**config.mk**
```make
export PLATFORM = sky130hd
export DESIGN_NAME = pin_mux_ctrl
export DESIGN_NICKNAME = d
export VERILOG_FILES = /design/src/rtl/pin_mux_pkg.sv /design/src/rtl/pin_in_sync.sv /design/src/rtl/pin_src_sel.sv /design/src/rtl/cs_cp_pick.sv /design/src/rtl/pin_mux_ctrl.sv
export SDC_FILE = /design/constraint.sdc
export NUM_CORES = 1
export LEC_CHECK = 0
export ABC_AREA = 0
export CORE_ASPECT_RATIO = 1.2
export CORE_UTILIZATION = 33
export CTS_CLUSTER_DIAMETER = 50
export DETAILED_ROUTE_END_ITERATION = 7
export PLACE_DENSITY = 0.86
export SYNTH_ARGS = -nofsm -noshare
export SYNTH_HDL_FRONTEND = slang
export SYNTH_SLANG_ARGS = --single-unit
```
**constraint.sdc**
```tcl
create_clock -name clk_i -period 2.75 [get_ports clk_i]
set_clock_uncertainty 0.05 [all_clocks]
set_input_delay 0.6875 -clock clk_i [delete_from_list [all_inputs] [get_ports clk_i]]
set_output_delay 0.6875 -clock clk_i [all_outputs]
set_load 0.005 [all_outputs]
```
**src/rtl/pin_mux_pkg.sv**
```systemverilog
`timescale 1ns/1ps
package pin_mux_pkg;
  localparam int unsigned NUM_PINS = 7;
  localparam int unsigned SF_W     = 8;
  localparam int unsigned MUX_W    = 3;
  localparam int unsigned ERR_W    = 5;
  localparam int unsigned PIN_ERR  = 3;
  localparam int unsigned PIN_TRIG = 4;
  localparam int unsigned PIN_BUF  = 5;
  localparam int unsigned PIN_CLK  = 6;
  localparam int unsigned SF_SYNC  = 6;
  localparam int unsigned SF_OSC   = 7;

  typedef enum logic [1:0] {
    SRC_HIZ  = 2'd0,
    SRC_GPIO = 2'd1,
    SRC_CS   = 2'd2,
    SRC_SF   = 2'd3
  } pin_src_e;
endpackage

```
**src/rtl/pin_in_sync.sv**
```systemverilog
`timescale 1ns/1ps
module pin_in_sync #(
  parameter int unsigned WIDTH  = 7,
  parameter int unsigned STAGES = 2
) (
  input  logic             clk_i,
  input  logic             rst_ni,
  input  logic [WIDTH-1:0] d_i,
  output logic [WIDTH-1:0] q_o
);
  logic [WIDTH-1:0] stg_q [STAGES];

  always_ff @(posedge clk_i or negedge rst_ni) begin
    if (!rst_ni) stg_q[0] <= '0;
    else         stg_q[0] <= d_i;
  end

  for (genvar s = 1; s < STAGES; s++) begin : g_stage
    always_ff @(posedge clk_i or negedge rst_ni) begin
      if (!rst_ni) stg_q[s] <= '0;
      else         stg_q[s] <= stg_q[s-1];
    end
  end

  assign q_o = stg_q[STAGES-1];
endmodule

```
**src/rtl/pin_src_sel.sv**
```systemverilog
`timescale 1ns/1ps
module pin_src_sel
  import pin_mux_pkg::*;
(
  input  logic     dir_i,
  input  logic     cs_en_i,
  input  logic     sf_out_i,
  input  logic     sf_in_i,
  output pin_src_e src_o
);
  // input special function and input direction both release the pad
  always_comb begin
    if (sf_in_i || !dir_i) src_o = SRC_HIZ;
    else if (sf_out_i)     src_o = SRC_SF;
    else if (cs_en_i)      src_o = SRC_CS;
    else                   src_o = SRC_GPIO;
  end
endmodule

```
**src/rtl/cs_cp_pick.sv**
```systemverilog
`timescale 1ns/1ps
module cs_cp_pick #(
  parameter int unsigned N = 7
) (
  input  logic [N-1:0] owned_i,
  input  logic [N-1:0] req_i,
  input  logic [N-1:0] pol_i,
  output logic         cp_o
);
  logic hit;

  always_comb begin
    cp_o = 1'b0;
    hit  = 1'b0;
    for (int i = 0; i < N; i++) begin
      if (!hit && owned_i[i] && req_i[i]) begin
        cp_o = ~pol_i[i];
        hit  = 1'b1;
      end
    end
  end
endmodule

```
**src/rtl/pin_mux_ctrl.sv**
```systemverilog
`timescale 1ns/1ps
module pin_mux_ctrl
  import pin_mux_pkg::*;
#(
  parameter int unsigned SYNC_STAGES = 2
) (
  input  logic                clk_i,
  input  logic                rst_ni,
  input  logic [NUM_PINS-1:0] pin_dir_i,
  input  logic [NUM_PINS-1:0] gpo_data_i,
  input  logic [NUM_PINS-1:0] cs_en_i,
  input  logic [NUM_PINS-1:0] cs_pol_i,
  input  logic [NUM_PINS-1:0] cs_req_i,
  input  logic [SF_W-1:0]     sf_en_i,
  input  logic [MUX_W-1:0]    mux_sel_i,
  input  logic [ERR_W-1:0]    err_flags_i,
  input  logic                buf_active_i,
  input  logic                buf_act_pol_i,
  input  logic                osc_clk_i,
  input  logic [NUM_PINS-1:0] pad_in_i,
  output logic [NUM_PINS-1:0] pad_out_o,
  output logic [NUM_PINS-1:0] pad_oe_o,
  output logic [NUM_PINS-1:0] gpi_o,
  output logic                buf_trig_o,
  output logic                sync_clk_o,
  output logic                sync_clk_sel_o,
  output logic                active_cp_o
);
  logic [NUM_PINS-1:0] sf_out_en, sf_in_en, sf_val, cs_owned, gpi_sync;
  logic                err_any, buf_lvl, trig_prev_q, trig_path_en;

  assign err_any = |err_flags_i;
  assign buf_lvl = buf_active_i ~^ buf_act_pol_i;

  for (genvar p = 0; p < NUM_PINS; p++) begin : g_pin
    pin_src_e src;
    logic     out_b, oe_b;

    if (p < MUX_W) begin : g_mux
      assign sf_out_en[p] = sf_en_i[p];
      assign sf_in_en[p]  = 1'b0;
      assign sf_val[p]    = mux_sel_i[p];
    end else if (p == PIN_ERR) begin : g_err
      assign sf_out_en[p] = sf_en_i[p];
      assign sf_in_en[p]  = 1'b0;
      assign sf_val[p]    = err_any;
    end else if (p == PIN_TRIG) begin : g_trig
      assign sf_out_en[p] = 1'b0;
      assign sf_in_en[p]  = sf_en_i[p];
      assign sf_val[p]    = 1'b0;
    end else if (p == PIN_BUF) begin : g_buf
      assign sf_out_en[p] = sf_en_i[p];
      assign sf_in_en[p]  = 1'b0;
      assign sf_val[p]    = buf_lvl;
    end else begin : g_clk
      assign sf_out_en[p] = sf_en_i[SF_OSC];
      assign sf_in_en[p]  = sf_en_i[SF_SYNC] & ~sf_en_i[SF_OSC];
      assign sf_val[p]    = osc_clk_i;
    end

    pin_src_sel u_sel (
      .dir_i    (pin_dir_i[p]),
      .cs_en_i  (cs_en_i[p]),
      .sf_out_i (sf_out_en[p]),
      .sf_in_i  (sf_in_en[p]),
      .src_o    (src)
    );

    always_comb begin
      oe_b  = 1'b1;
      out_b = 1'b0;
      unique case (src)
        SRC_SF:   out_b = sf_val[p];
        SRC_CS:   out_b = ~cs_req_i[p];  // select is active low, idles high
        SRC_GPIO: out_b = gpo_data_i[p];
        default:  oe_b  = 1'b0;
      endcase
    end

    assign pad_out_o[p] = out_b;
    assign pad_oe_o[p]  = oe_b;
    assign cs_owned[p]  = (src == SRC_CS);
  end

  pin_in_sync #(
    .WIDTH  (NUM_PINS),
    .STAGES (SYNC_STAGES)
  ) u_sync (
    .clk_i  (clk_i),
    .rst_ni (rst_ni),
    .d_i    (pad_in_i),
    .q_o    (gpi_sync)
  );

  assign gpi_o = gpi_sync;

  always_ff @(posedge clk_i or negedge rst_ni) begin
    if (!rst_ni) trig_prev_q <= 1'b0;
    else         trig_prev_q <= gpi_sync[PIN_TRIG];
  end

  assign trig_path_en   = sf_in_en[PIN_TRIG] & ~pin_dir_i[PIN_TRIG];
  assign buf_trig_o     = trig_path_en & gpi_sync[PIN_TRIG] & ~trig_prev_q;
  assign sync_clk_sel_o = sf_in_en[PIN_CLK] & ~pin_dir_i[PIN_CLK];
  assign sync_clk_o     = sync_clk_sel_o & pad_in_i[PIN_CLK];

  cs_cp_pick #(
    .N (NUM_PINS)
  ) u_cp (
    .owned_i (cs_owned),
    .req_i   (cs_req_i),
    .pol_i   (cs_pol_i),
    .cp_o    (active_cp_o)
  );
endmodule

```
* After elaboration in Yosys (flattened, before gate mapping) *
Cells that the tools add are included.

storage, ports and cells
  bits in registers = 15
  word-level logic and storage cells = 127

cells by class
  equality and inequality tests = 21
  mux-type cells = 47
  bitwise gates (word level) = 25
  reductions and logical operators = 31

operators with widths
  operator                                             number
  two-way mux 2 bit                                    20
  equality test 2 bit, second input constant           14
  OR reduction 3 bit                                   7
  two-way mux 1 bit                                    20
  NOT 1 bit                                            18
  one-hot mux 1 bit (3 select lines)                   6
  equality test 2 x 1 -> 1 bit, second input constant  7
  logical AND 1 bit                                    13
  logical NOT 1 bit                                    8
  AND 1 bit                                            6
  OR reduction 5 bit                                   1
  logical OR 1 bit                                     2
  one-hot mux 1 bit (2 select lines)                   1
  bitwise XNOR 1 bit                                   1

* Logic depth before layout (Yosys ltp) *
Gate-level depths: netlist of run 1.

  depth after elaboration = 30
  mapped depth = 5

* Modules after synthesis *
From an unflattened synthesis of run 1, not the netlist that was laid out.

second synthesis, totals
  cells, all modules = 138
  area total of the unflattened synthesis = 1209.9 µm²

by module, submodules not included
  module        times used  cells each  area each (µm²)
  pin_mux_ctrl  1           63          466.7
  pin_in_sync   1           21          402.9
  pin_src_sel   7           5           33.8
  cs_cp_pick    1           19          103.8

* Least setup slack after synthesis of run 1 *
OpenSTA, ideal clock, no wires.

  kind = input to output
  start point = in sf_en_i[4]
  end point = out active_cp_o
  arrival = 1.390 ns
  data required time = 2.013 ns
  path slack = 0.623 ns
  cell stages on the path = 3
  path buffers = 0
  cells stage by stage = nand4b_1 a311o_1 a22oi_2

on the way
  word-level cells in the longest chain between the ends = 14
  elaborated cells on any way between the ends = 16
  those cells by class = eq/ne: 1; mux: 6; reduce/logical: 9

RTL lines
  what                                RTL line            RTL
  start: declaration                  pin_mux_ctrl.sv:14  input logic [SF_W-1:0] sf_en_i,
  logical OR 1 bit (*)                pin_src_sel.sv:13   if (sf_in_i || !dir_i) src_o = SRC_HIZ;
  two-way mux 2 bit (*)               pin_src_sel.sv:13
  equality test 2 bit (*)             pin_mux_ctrl.sv:82  assign cs_owned[p] = (src == SRC_CS);
  logical AND 1 bit (*) (2 in a row)  cs_cp_pick.sv:16    if (!hit && owned_i[i] && req_i[i]) begin
  two-way mux 1 bit                   cs_cp_pick.sv:16
  logical NOT 1 bit                   cs_cp_pick.sv:16
  logical AND 1 bit (2 in a row)      cs_cp_pick.sv:16
  two-way mux 1 bit                   cs_cp_pick.sv:16
  logical NOT 1 bit                   cs_cp_pick.sv:16
  logical AND 1 bit (2 in a row)      cs_cp_pick.sv:16
  two-way mux 1 bit (*)               cs_cp_pick.sv:16
  end: declaration                    pin_mux_ctrl.sv:27  output logic active_cp_o

Every way passes the cells marked *; elsewhere a longest branch is shown, timed or not.

* Worst setup path after layout of run 1 *
  start point = in sf_en_i[7]
  end point = out sync_clk_sel_o

on the way
  word-level cells in the longest chain between the ends = 3

RTL lines
  what              RTL line             RTL
  NOT 1 bit         pin_mux_ctrl.sv:57   assign sf_in_en[p] = sf_en_i[SF_SYNC] & ~sf_en_i[SF_OSC];
  AND 1 bit         pin_mux_ctrl.sv:57
  AND 1 bit         pin_mux_ctrl.sv:104  assign sync_clk_sel_o = sf_in_en[PIN_CLK] & ~pin_dir_i[PIN_CLK];
  end: declaration  pin_mux_ctrl.sv:26   output logic sync_clk_sel_o,

Every way passes these cells.

==> results.py, run 1 <==
metrics = {
    "logic_synthesis": {
        "synth_area_sq_um": 955,
        "syn-instance-count": 100,
        "syn-num-nets": 163,
        "synthMuxAreaShare_pct": 1.05,
        "synth_top_area_cell": "dfrtp_1",
        "synth_top_area_share_pct": 39.3,
        "synth_top_flop_cell": "dfrtp_1",
        "ys_ff_latch": 15,
        "synthTopCellsByArea": "dfrtp_1 (39%), buf_4 (17%), nand4b_4 (5.0%), nand4b_1 (3.7%), a211oi_1 (3.1%)",
        "yosys.area_share.adder_pct": 0,
        "synth_cell_types": 30,
        "yosysWarningCount": 0,
        "synth_top_family_by_area": "simple AND/OR/NAND/NOR gates",
        "yosys.area_share.simple_pct": 24.6,
        "async_flop_share_pct": 100,
        "synth-compound-area-share_pct": 13.2,
        "syn_area_per_cell_sq_um": 9.55,
        "synth_edf_count": 0,
        "synth_xor_area_share_pct": 0.917,
        "ys_seq_area_share_pct": 39.3,
    },
    "cells_and_area": {
        "antenna_cells": 0,
        "final_cell_mix": "clkdlybuf4s50_1 (52), dlymetal6s2s_1 (18), buf_4 (17)",
        "area_growth_pct": 98.8,
        "fin_area_sq_um": 1900,
        "final_common_cell": "clkdlybuf4s50_1",
        "fin_cells": 216,
        "final_util_pct": 68.8,
        "drive_gt1_share_pct": 18.1,
        "num-nets-final": 246,
    },
    "worst_setup_path": {
        "crit-reg2reg-capture": "trig_prev_q",
        "r2r_start": "u_sync.q_o[4]",
        "crit_cells": 6,
        "critPathLaunch": "sf_en_i[7]",
        "path_cells": "dlygate4sd2_1, buf_4, nand2b_1, nor2_2, buf_4, clkdlybuf4s50_1",
        "cp_num_buf_inv": 4,
        "critPathSlowestCell": "clkdlybuf4s50_1",
        "arrival_ns": 1.98,
        "ff2ff_setup_slack_ns": 2.18,
        "cp.required_ns": 2.01,
        "max_stage_delay_ns": 0.48,
        "worst_r2r_path_depth": 0,
        "timing_worst_setup_path_type": "input pin to primary output",
        "crit_path_frequent_cell": "buf_4",
        "crit_family": "buffers and inverters",
        "cp_max_fo": 3,
        "end_kind": "primary output",
        "start_kind": "input pin",
    },
    "power": {
        "power.total_mw": 0.555,
        "vdd_drop_max_uv": 331,
        "power_density_nw_per_um2": 292,
        "p_leak_nw": 1.01,
    },
    "route": {
        "post_drt_wl_per_cell_microns": 14.9,
        "drc_errors": 0,
        "drt-total-wl_microns": 3220,
        "postRouteAntennaNets": 0,
        "viasPerCell": 4.86,
        "drt_iter0_drc": 7,
        "vias": 1049,
        "drt-pass1-iter-count": 3,
    },
    "sta": {
        "tightest_slew_ns": 0.611,
        "finalMaxSlewViolations": 0,
        "hold_viol_final": 0,
        "holdWs_ns": 0.300,
        "max-slew-margin-rel_pct": 59.2,
        "clock.fmax_ghz": 0.368,
        "finalCriticalPeriod_ns": 2.71,
        "min_period_over_period_pct": 98.7,
        "layout_setup_ws_ns": 0.0357,
        "finalSetupViolations": 0,
        "fin_setup_tns_ns": 0,
    },
    "die": {
        "dieArea_sq_um": 3110,
        "die_x_microns": 51.1,
        "initial_core_util_pct": 34.6,
        "die_y_microns": 60.9,
        "num_rows": 21,
        "core-area_sq_um": 2760,
        "ios": 88,
    },
    "global_routing": {
        "antenna_found_initial": 0,
        "grt_pass1_vias": 1147,
        "grt_start_max_net_pins": 16,
        "grt_pass1_wl_microns": 4560,
        "track_usage_pct": 20.2,
        "overflow": 0,
    },
    "place": {
        "place_congestion": 0.669,
        "dpl_cell_area_sq_um": 1800,
        "place_inst": 210,
        "dp_slack_ns": -0.466,
        "hpwl_microns": 2610,
        "numPortBuffers": 87,
    },
    "run": {
        "maxCapViolCount": 0,
    },
    "cts": {
        "htree_levels": 1,
        "clkLatencyLatePin_ns": 0.28,
        "cts_tree": "built",
        "cts_hold_buf": 0,
        "cts_inserted_buffers": 3,
        "clockBufferDepth": 2,
        "cts_root_buffer": "clkbuf_4",
        "clk_pin_slew_ns": 0.08,
        "cts_num_sinks": 15,
    },
    "hold_path": {
        "holdCritStartpoint": "u_sync.stg_q[13]",
        "whs_endpoint": "u_sync.q_o[6]",
        "whs_path_depth": 0,
        "hold_class": "register to register",
    },
    "status": {
        "status": "finished, final reports clean",
    },
}
==> power breakdown <==
part,internal [mW],switching (mW),total (mW)
logic,0.134,0.0652,0.199
clock network,0.0541,0.0665,0.121
registers,0.231,0.00357,0.235
==> cells in the mapped netlist (2+ instances only) <==
| cell type | n |
|---|---|
| buf_4 | 21 |
| dfrtp_1 | 15 |
| nor2_1 | 8 |
| inv_1 | 6 |
| a21oi_1 | 5 |
| clkbuf_1 | 5 |
| a211oi_1 | 4 |
| nand4b_1 | 4 |
| nor2b_1 | 4 |
| and2_1 | 3 |
| nand2_1 | 3 |
| nand4_1 | 2 |
| nand4b_4 | 2 |
| o21ai_0 | 2 |
==> how the worst max path moves through the flow <==
stage / endpoint / slack, ns
6_report: sync_clk_sel_o / 0.04
5_1_grt: sync_clk_sel_o / -0.02
4_1_cts: active_cp_o / -0.13
3_5_place_dp: active_cp_o / -0.47
3_3_place_gp: active_cp_o / -0.41
2_1_floorplan: active_cp_o / 0.62
==> state kept, by name, indices dropped and copies added (netlist names) <==
| name | flops |
|---|---|
| trig_prev_q | 1 |
| u_sync.q_o | 7 |
| u_sync.stg_q | 7 |
==> timing repair <==
| action | in CTS | in global routing |
|---|---|---|
| setup endpoints to repair | 12 | 5 |
| buffers inserted | 1 | 1 |
| resized for setup | 22 | 24 |
| pin swaps | 2 | 14 |
==> cell type report <==
class / count / area, sq um
Timing Repair Buffer: 104 / 1020
Fill cell: 225 / 861
Multi-Input combinational cell: 53 / 412
Sequential cell: 15 / 375
Tap cell: 34 / 42.5
Clock buffer: 3 / 22.5
Inverter: 6 / 22.5
Clock inverter: 1 / 5.00
==> cell families after synthesis <==
logic type	count (synthesis)
and+or+nand+nor	33
AOI/OAI and AO/OA	18
buffers and inverters	32
DFF	15
xor gates and xnor gates	1
muxes	1
==> metal layers <==
layer | vias to the layer above | share of wire, % | wire [microns] | global-route usage [%]
met5 | - | 0 | 0 | 0
met4 | 0 | 1.6 | 50 | 11.5
met3 | 6 | 8.4 | 270 | 8.02
met2 | 57 | 60 | 1920 | 41.4
met1 | 497 | 30 | 981 | 15.6
li1 | 489 | - | - | -
(Power assumes the default switching activity.)
==> inputs of run 2 (changes only) <==
--- a/config.mk
+++ b/config.mk
@@ -6,11 +6,12 @@
 export NUM_CORES = 1
 export LEC_CHECK = 0
 export ABC_AREA = 0
-export CORE_ASPECT_RATIO = 1.2
+export CORE_ASPECT_RATIO = 0.6
 export CORE_UTILIZATION = 33
 export CTS_CLUSTER_DIAMETER = 50
 export DETAILED_ROUTE_END_ITERATION = 7
 export PLACE_DENSITY = 0.86
+export SKIP_CTS_REPAIR_TIMING = 1
 export SYNTH_ARGS = -nofsm -noshare
 export SYNTH_HDL_FRONTEND = slang
 export SYNTH_SLANG_ARGS = --single-unit
==> run 2 against run 1 <==
Effect of this change: routed wire length grew 5.6%; critical path depth unchanged; the run now ends with negative setup slack left; largest cell class unchanged; design area rose by 3.0%; sequential power about the same; via count is 2.7% lower; critical path type unchanged; register-to-register slack is essentially flat; setup slack worse by 0.10 ns.
==> results.py, run 2 (synthesized netlist as in run 1, its figures left out) <==
metrics = {
    "status": {
        "status": "finished, violations left",
        "violations": "negative setup slack",
    },
    "route": {
        "drc_errors": 0,
        "vias": 1021,
        "drt_iter0_drc": 16,
        "drt-total-wl_microns": 3400,
        "post_drt_wl_per_cell_microns": 15.7,
        "drt-pass1-iter-count": 5,
        "viasPerCell": 4.73,
        "postRouteAntennaNets": 0,
    },
    "sta": {
        "min_period_over_period_pct": 102,
        "layout_setup_ws_ns": -0.0642,
        "max-slew-margin-rel_pct": 57.7,
        "rsz0062_at_grt": "yes",
        "hold_viol_final": 0,
        "finalMaxSlewViolations": 0,
        "holdWs_ns": 0.302,
        "finalSetupViolations": 1,
        "clock.fmax_ghz": 0.355,
        "finalCriticalPeriod_ns": 2.81,
        "tightest_slew_ns": 0.632,
    },
    "worst_setup_path": {
        "path_cells": "clkdlybuf4s50_1, nand4b_1, nand4_1, a311o_1, a22oi_2, buf_2",
        "crit-reg2reg-capture": "trig_prev_q",
        "ff2ff_setup_slack_ns": 2.19,
        "start_kind": "input pin",
        "critPathSlowestCell": "clkdlybuf4s50_1",
        "arrival_ns": 2.08,
        "cp_max_fo": 3,
        "cp.required_ns": 2.01,
        "r2r_start": "u_sync.q_o[4]",
        "timing_worst_setup_path_type": "input pin to primary output",
        "max_stage_delay_ns": 0.49,
        "worst_r2r_path_depth": 0,
        "end_kind": "primary output",
    },
    "die": {
        "initial_core_util_pct": 36.3,
        "core-area_sq_um": 2630,
        "die_x_microns": 71.4,
        "dieArea_sq_um": 3120,
        "num_rows": 14,
        "ios": 88,
        "die_y_microns": 43.7,
    },
    "hold_path": {
        "hold_class": "register to register",
        "whs_path_depth": 0,
        "whs_endpoint": "u_sync.q_o[6]",
        "holdCritStartpoint": "u_sync.stg_q[13]",
    },
    "power": {
        "p_leak_nw": 1.05,
        "power_density_nw_per_um2": 315,
        "vdd_drop_max_uv": 372,
    },
    "place": {
        "dp_slack_ns": -0.439,
        "numPortBuffers": 87,
        "place_congestion": 0.780,
        "hpwl_microns": 2660,
        "dpl_cell_area_sq_um": 1830,
    },
    "global_routing": {
        "grt_pass1_vias": 1006,
        "grt_start_max_net_pins": 16,
        "antenna_found_initial": 0,
        "overflow": 0,
        "track_usage_pct": 20.8,
        "grt_pass1_wl_microns": 4780,
    },
    "cells_and_area": {
        "antenna_cells": 0,
        "fin_area_sq_um": 1960,
        "final_util_pct": 74.4,
        "drive_gt1_share_pct": 18.5,
        "final_common_cell": "clkdlybuf4s50_1",
        "area_growth_pct": 105,
        "num-nets-final": 248,
        "num-fill-cells": 178,
        "final_cell_mix": "clkdlybuf4s50_1 (67), dlymetal6s2s_1 (19), buf_4 (19)",
    },
    "cts": {
        "cts_root_buffer": "clkbuf_8",
        "clk_pin_slew_ns": 0.05,
        "cts_tree": "built",
        "clockBufferDepth": 2,
        "clkLatencyLatePin_ns": 0.24,
        "cts_inserted_buffers": 3,
        "cts_num_sinks": 15,
        "htree_levels": 1,
    },
    "run": {
        "maxCapViolCount": 0,
    },
}
[run 2: cell types whose count changed in the layout (fill, tap and decap cells not counted), sizes merged]
cell and change:
dlygate4sd2 -16, clkdlybuf4s50 +15, buf +2, dlymetal6s2s +1
[run 2: worst max path at each step]
stage                     slack (ns)           to       start
after global routing           -0.08  active_cp_o  sf_en_i[0]
after global placement         -0.37  active_cp_o  cs_en_i[0]
after CTS                      -0.44  active_cp_o  cs_en_i[1]
after detailed placement       -0.44  active_cp_o  cs_en_i[1]
final                          -0.06  active_cp_o  sf_en_i[2]
after floorplan                 0.62  active_cp_o  sf_en_i[4]
[run 2: worst max-delay path: cells and delay by family]
kind,cells,cell delay [ns]
AOI/OAI and AO/OA,2,0.45
buffers and inverters,2,0.64
and+or+nand+nor,2,0.30
[run 2: area by class of cell]
type                            instances  area (sq um)  share of cell area, %
Inverter                                6          22.5                   1.15
Tap cell                               32          40.0                   2.05
Timing Repair Buffer                  106          1060                   54.0
Multi-Input combinational cell         53           415                   21.2
Clock buffer                            3          41.3                   2.11
Clock inverter                          1          5.00                  0.256
Sequential cell                        15           375                   19.2
[run 2: routing by layer]
layer  global-route usage (%)  wire length, microns
met5                        0                     0
met4                     7.60                    78
met3                     6.05                   188
met2                     43.0                  2010
met1                     19.7                  1130
[run 2: through the flow]
step	power (mW)	std cells	setup TNS, ns
6_report	0.616	216	-0.0642
5_1_grt	0.652	216	-0.0834
4_1_cts	0.623	216	-2.23
3_5_place_dp	0.448	212	-2.09
3_3_place_gp	0.440	212	-1.61
2_1_floorplan	0.302	100	0
[run 2: power breakdown]
part / internal (mW) / switching [mW]
Sequential: 0.232 / 0.00391
Combinational: 0.145 / 0.0654
Clock: 0.100 / 0.0697
==> inputs of run 3 (changes only) <==
--- a/config.mk
+++ b/config.mk
@@ -6,11 +6,12 @@
 export NUM_CORES = 1
 export LEC_CHECK = 0
 export ABC_AREA = 0
-export CORE_ASPECT_RATIO = 0.6
-export CORE_UTILIZATION = 33
+export CORE_UTILIZATION = 56
 export CTS_CLUSTER_DIAMETER = 50
 export DETAILED_ROUTE_END_ITERATION = 7
-export PLACE_DENSITY = 0.86
+export DONT_BUFFER_PORTS = 1
+export PLACE_DENSITY = 0.71
+export REMOVE_ABC_BUFFERS = 1
 export SKIP_CTS_REPAIR_TIMING = 1
 export SYNTH_ARGS = -nofsm -noshare
 export SYNTH_HDL_FRONTEND = slang
==> run 3 against run 2 <==
Effect of this change: the flow now finishes without violations; sequential power barely moved; utilization decreased by 21 points; fmax rose by 27%; largest cell class is now multi-input gates.
==> results.py, run 3 (synthesized netlist as in run 1, its figures left out) <==
metrics = {
    "place": {
        "place_congestion": 0.657,
        "numPortBuffers": 0,
        "hpwl_microns": 1370,
    },
    "cells_and_area": {
        "antenna_cells": 0,
        "num-fill-cells": 156,
        "drive_gt1_share_pct": 8.97,
        "final_cell_mix": "dfrtp_1 (15), nor2_1 (8), inv_1 (6)",
        "area_growth_pct": -13.6,
        "num-nets-final": 142,
        "final_common_cell": "dfrtp_1",
    },
    "route": {
        "post_drt_wl_per_cell_microns": 16.7,
        "highest_layer": "met3",
        "vias": 617,
        "wl_met2_microns": 920,
        "viasPerCell": 6.56,
        "drc_errors": 0,
        "drt_iter0_drc": 1,
        "drt-total-wl_microns": 1570,
        "wl_met3_microns": 146,
        "wl_met1_microns": 503,
        "drt-pass1-iter-count": 2,
        "postRouteAntennaNets": 0,
    },
    "global_routing": {
        "overflow": 0,
        "grt_pass1_wl_microns": 2470,
        "antenna_found_initial": 0,
        "grt_start_max_net_pins": 16,
        "grt_pass1_vias": 604,
        "track_usage_pct": 18.3,
    },
    "worst_setup_path": {
        "crit-reg2reg-capture": "trig_prev_q",
        "critPathLaunch": "sf_en_i[2]",
        "start_kind": "input pin",
        "cp_max_fo": 3,
        "arrival_ns": 1.47,
        "cp.required_ns": 2.01,
        "worst_r2r_path_depth": 0,
        "end_kind": "primary output",
        "ff2ff_setup_slack_ns": 2.17,
        "critPathCapture": "active_cp_o",
        "r2r_start": "u_sync.q_o[4]",
        "timing_worst_setup_path_type": "input pin to primary output",
    },
    "die": {
        "num_rows": 14,
        "core-area_sq_um": 1540,
        "ios": 88,
        "die_x_microns": 43.3,
        "initial_core_util_pct": 61.9,
        "die_y_microns": 43.3,
        "dieArea_sq_um": 1870,
    },
    "cts": {
        "clk_pin_slew_ns": 0.08,
        "cts_tree": "built",
        "cts_inserted_buffers": 3,
        "htree_levels": 1,
        "cts_num_sinks": 15,
        "cts_root_buffer": "clkbuf_4",
        "clkLatencyLatePin_ns": 0.27,
        "clockBufferDepth": 2,
    },
    "sta": {
        "finalCriticalPeriod_ns": 2.21,
        "min_period_over_period_pct": 80.3,
        "rsz0062_at_grt": "no",
        "finalSetupViolations": 0,
        "finalMaxSlewViolations": 0,
        "tightest_slew_ns": 0.312,
        "clock.fmax_ghz": 0.453,
        "fin_setup_tns_ns": 0,
        "holdWs_ns": 0.0512,
        "hold_viol_final": 0,
        "max-slew-margin-rel_pct": 78.9,
    },
    "run": {
        "maxCapViolCount": 0,
    },
    "power": {
        "power_density_nw_per_um2": 476,
        "vdd_drop_max_uv": 378,
        "p_leak_nw": 0.367,
        "power.total_mw": 0.393,
    },
    "hold_path": {
        "hold_class": "input pin to async pin",
    },
    "status": {
        "status": "finished, final reports clean",
    },
}
[run 3: changes by cell type in the layout (fill, tap and decap cells not counted), sizes merged]
cell,change
clkdlybuf4s50,-67
buf,-20
dlymetal6s2s,-19
clkbuf,+1
clkinv,-1
[run 3: through the flow]
step                setup slack, ns  std cells  instance area (sq um)  util (%)
global placement              0.542         90                    798      51.8
CTS                           0.525         94                    825      53.5
detailed placement            0.528         90                    798      51.8
finish                        0.540         94                    825      53.5
floorplan                     0.623         74                    778         -
global route                  0.458         94                    825      53.5
[run 3: critical path, stage by stage]
cell and delay, ns:
nand4b_1 0.19, nand4_1 0.17, and2b_2 0.24, a22oi_2 0.19
[run 3: how the worst min path moves through the flow]
stage	start	endpoint	slack [ns]	cells after the start
floorplan	u_sync.stg_q[7]	u_sync.q_o[0]	0.28	0
global placement	u_sync.stg_q[12]	u_sync.q_o[5]	0.28	0
detailed placement	u_sync.stg_q[7]	u_sync.q_o[0]	0.29	0
CTS	rst_ni	u_sync.q_o[3]	0.04	0
global route	rst_ni	u_sync.stg_q[11]	0.02	0
finish	rst_ni	u_sync.q_o[2]	0.05	0
[run 3: final cells by class]
class                           instances  area [sq um]  share of cell area [%]
Clock buffer                            4          26.3                    3.19
Inverter                                6          22.5                    2.73
Multi-Input combinational cell         53           380                    46.1
Sequential cell                        15           375                    45.5
Tap cell                               16          20.0                    2.43
[run 3: per-layer routing]
layer,vias up,GRT usage (%)
met2,51,37.6
met1,288,15.9
met3,0,8.51
met4,0,1.82
li1,278,-
met5,-,0
[run 3: power breakdown]
group / total (mW) / internal, mW / switching, mW / leakage, nW
logic: 0.0402 / 0.0226 / 0.0176 / 0.178
registers: 0.236 / 0.232 / 0.00466 / 0.175
clock network: 0.116 / 0.0562 / 0.0603 / 0.0150
total: 0.393 / 0.310 / 0.0825 / 0.367
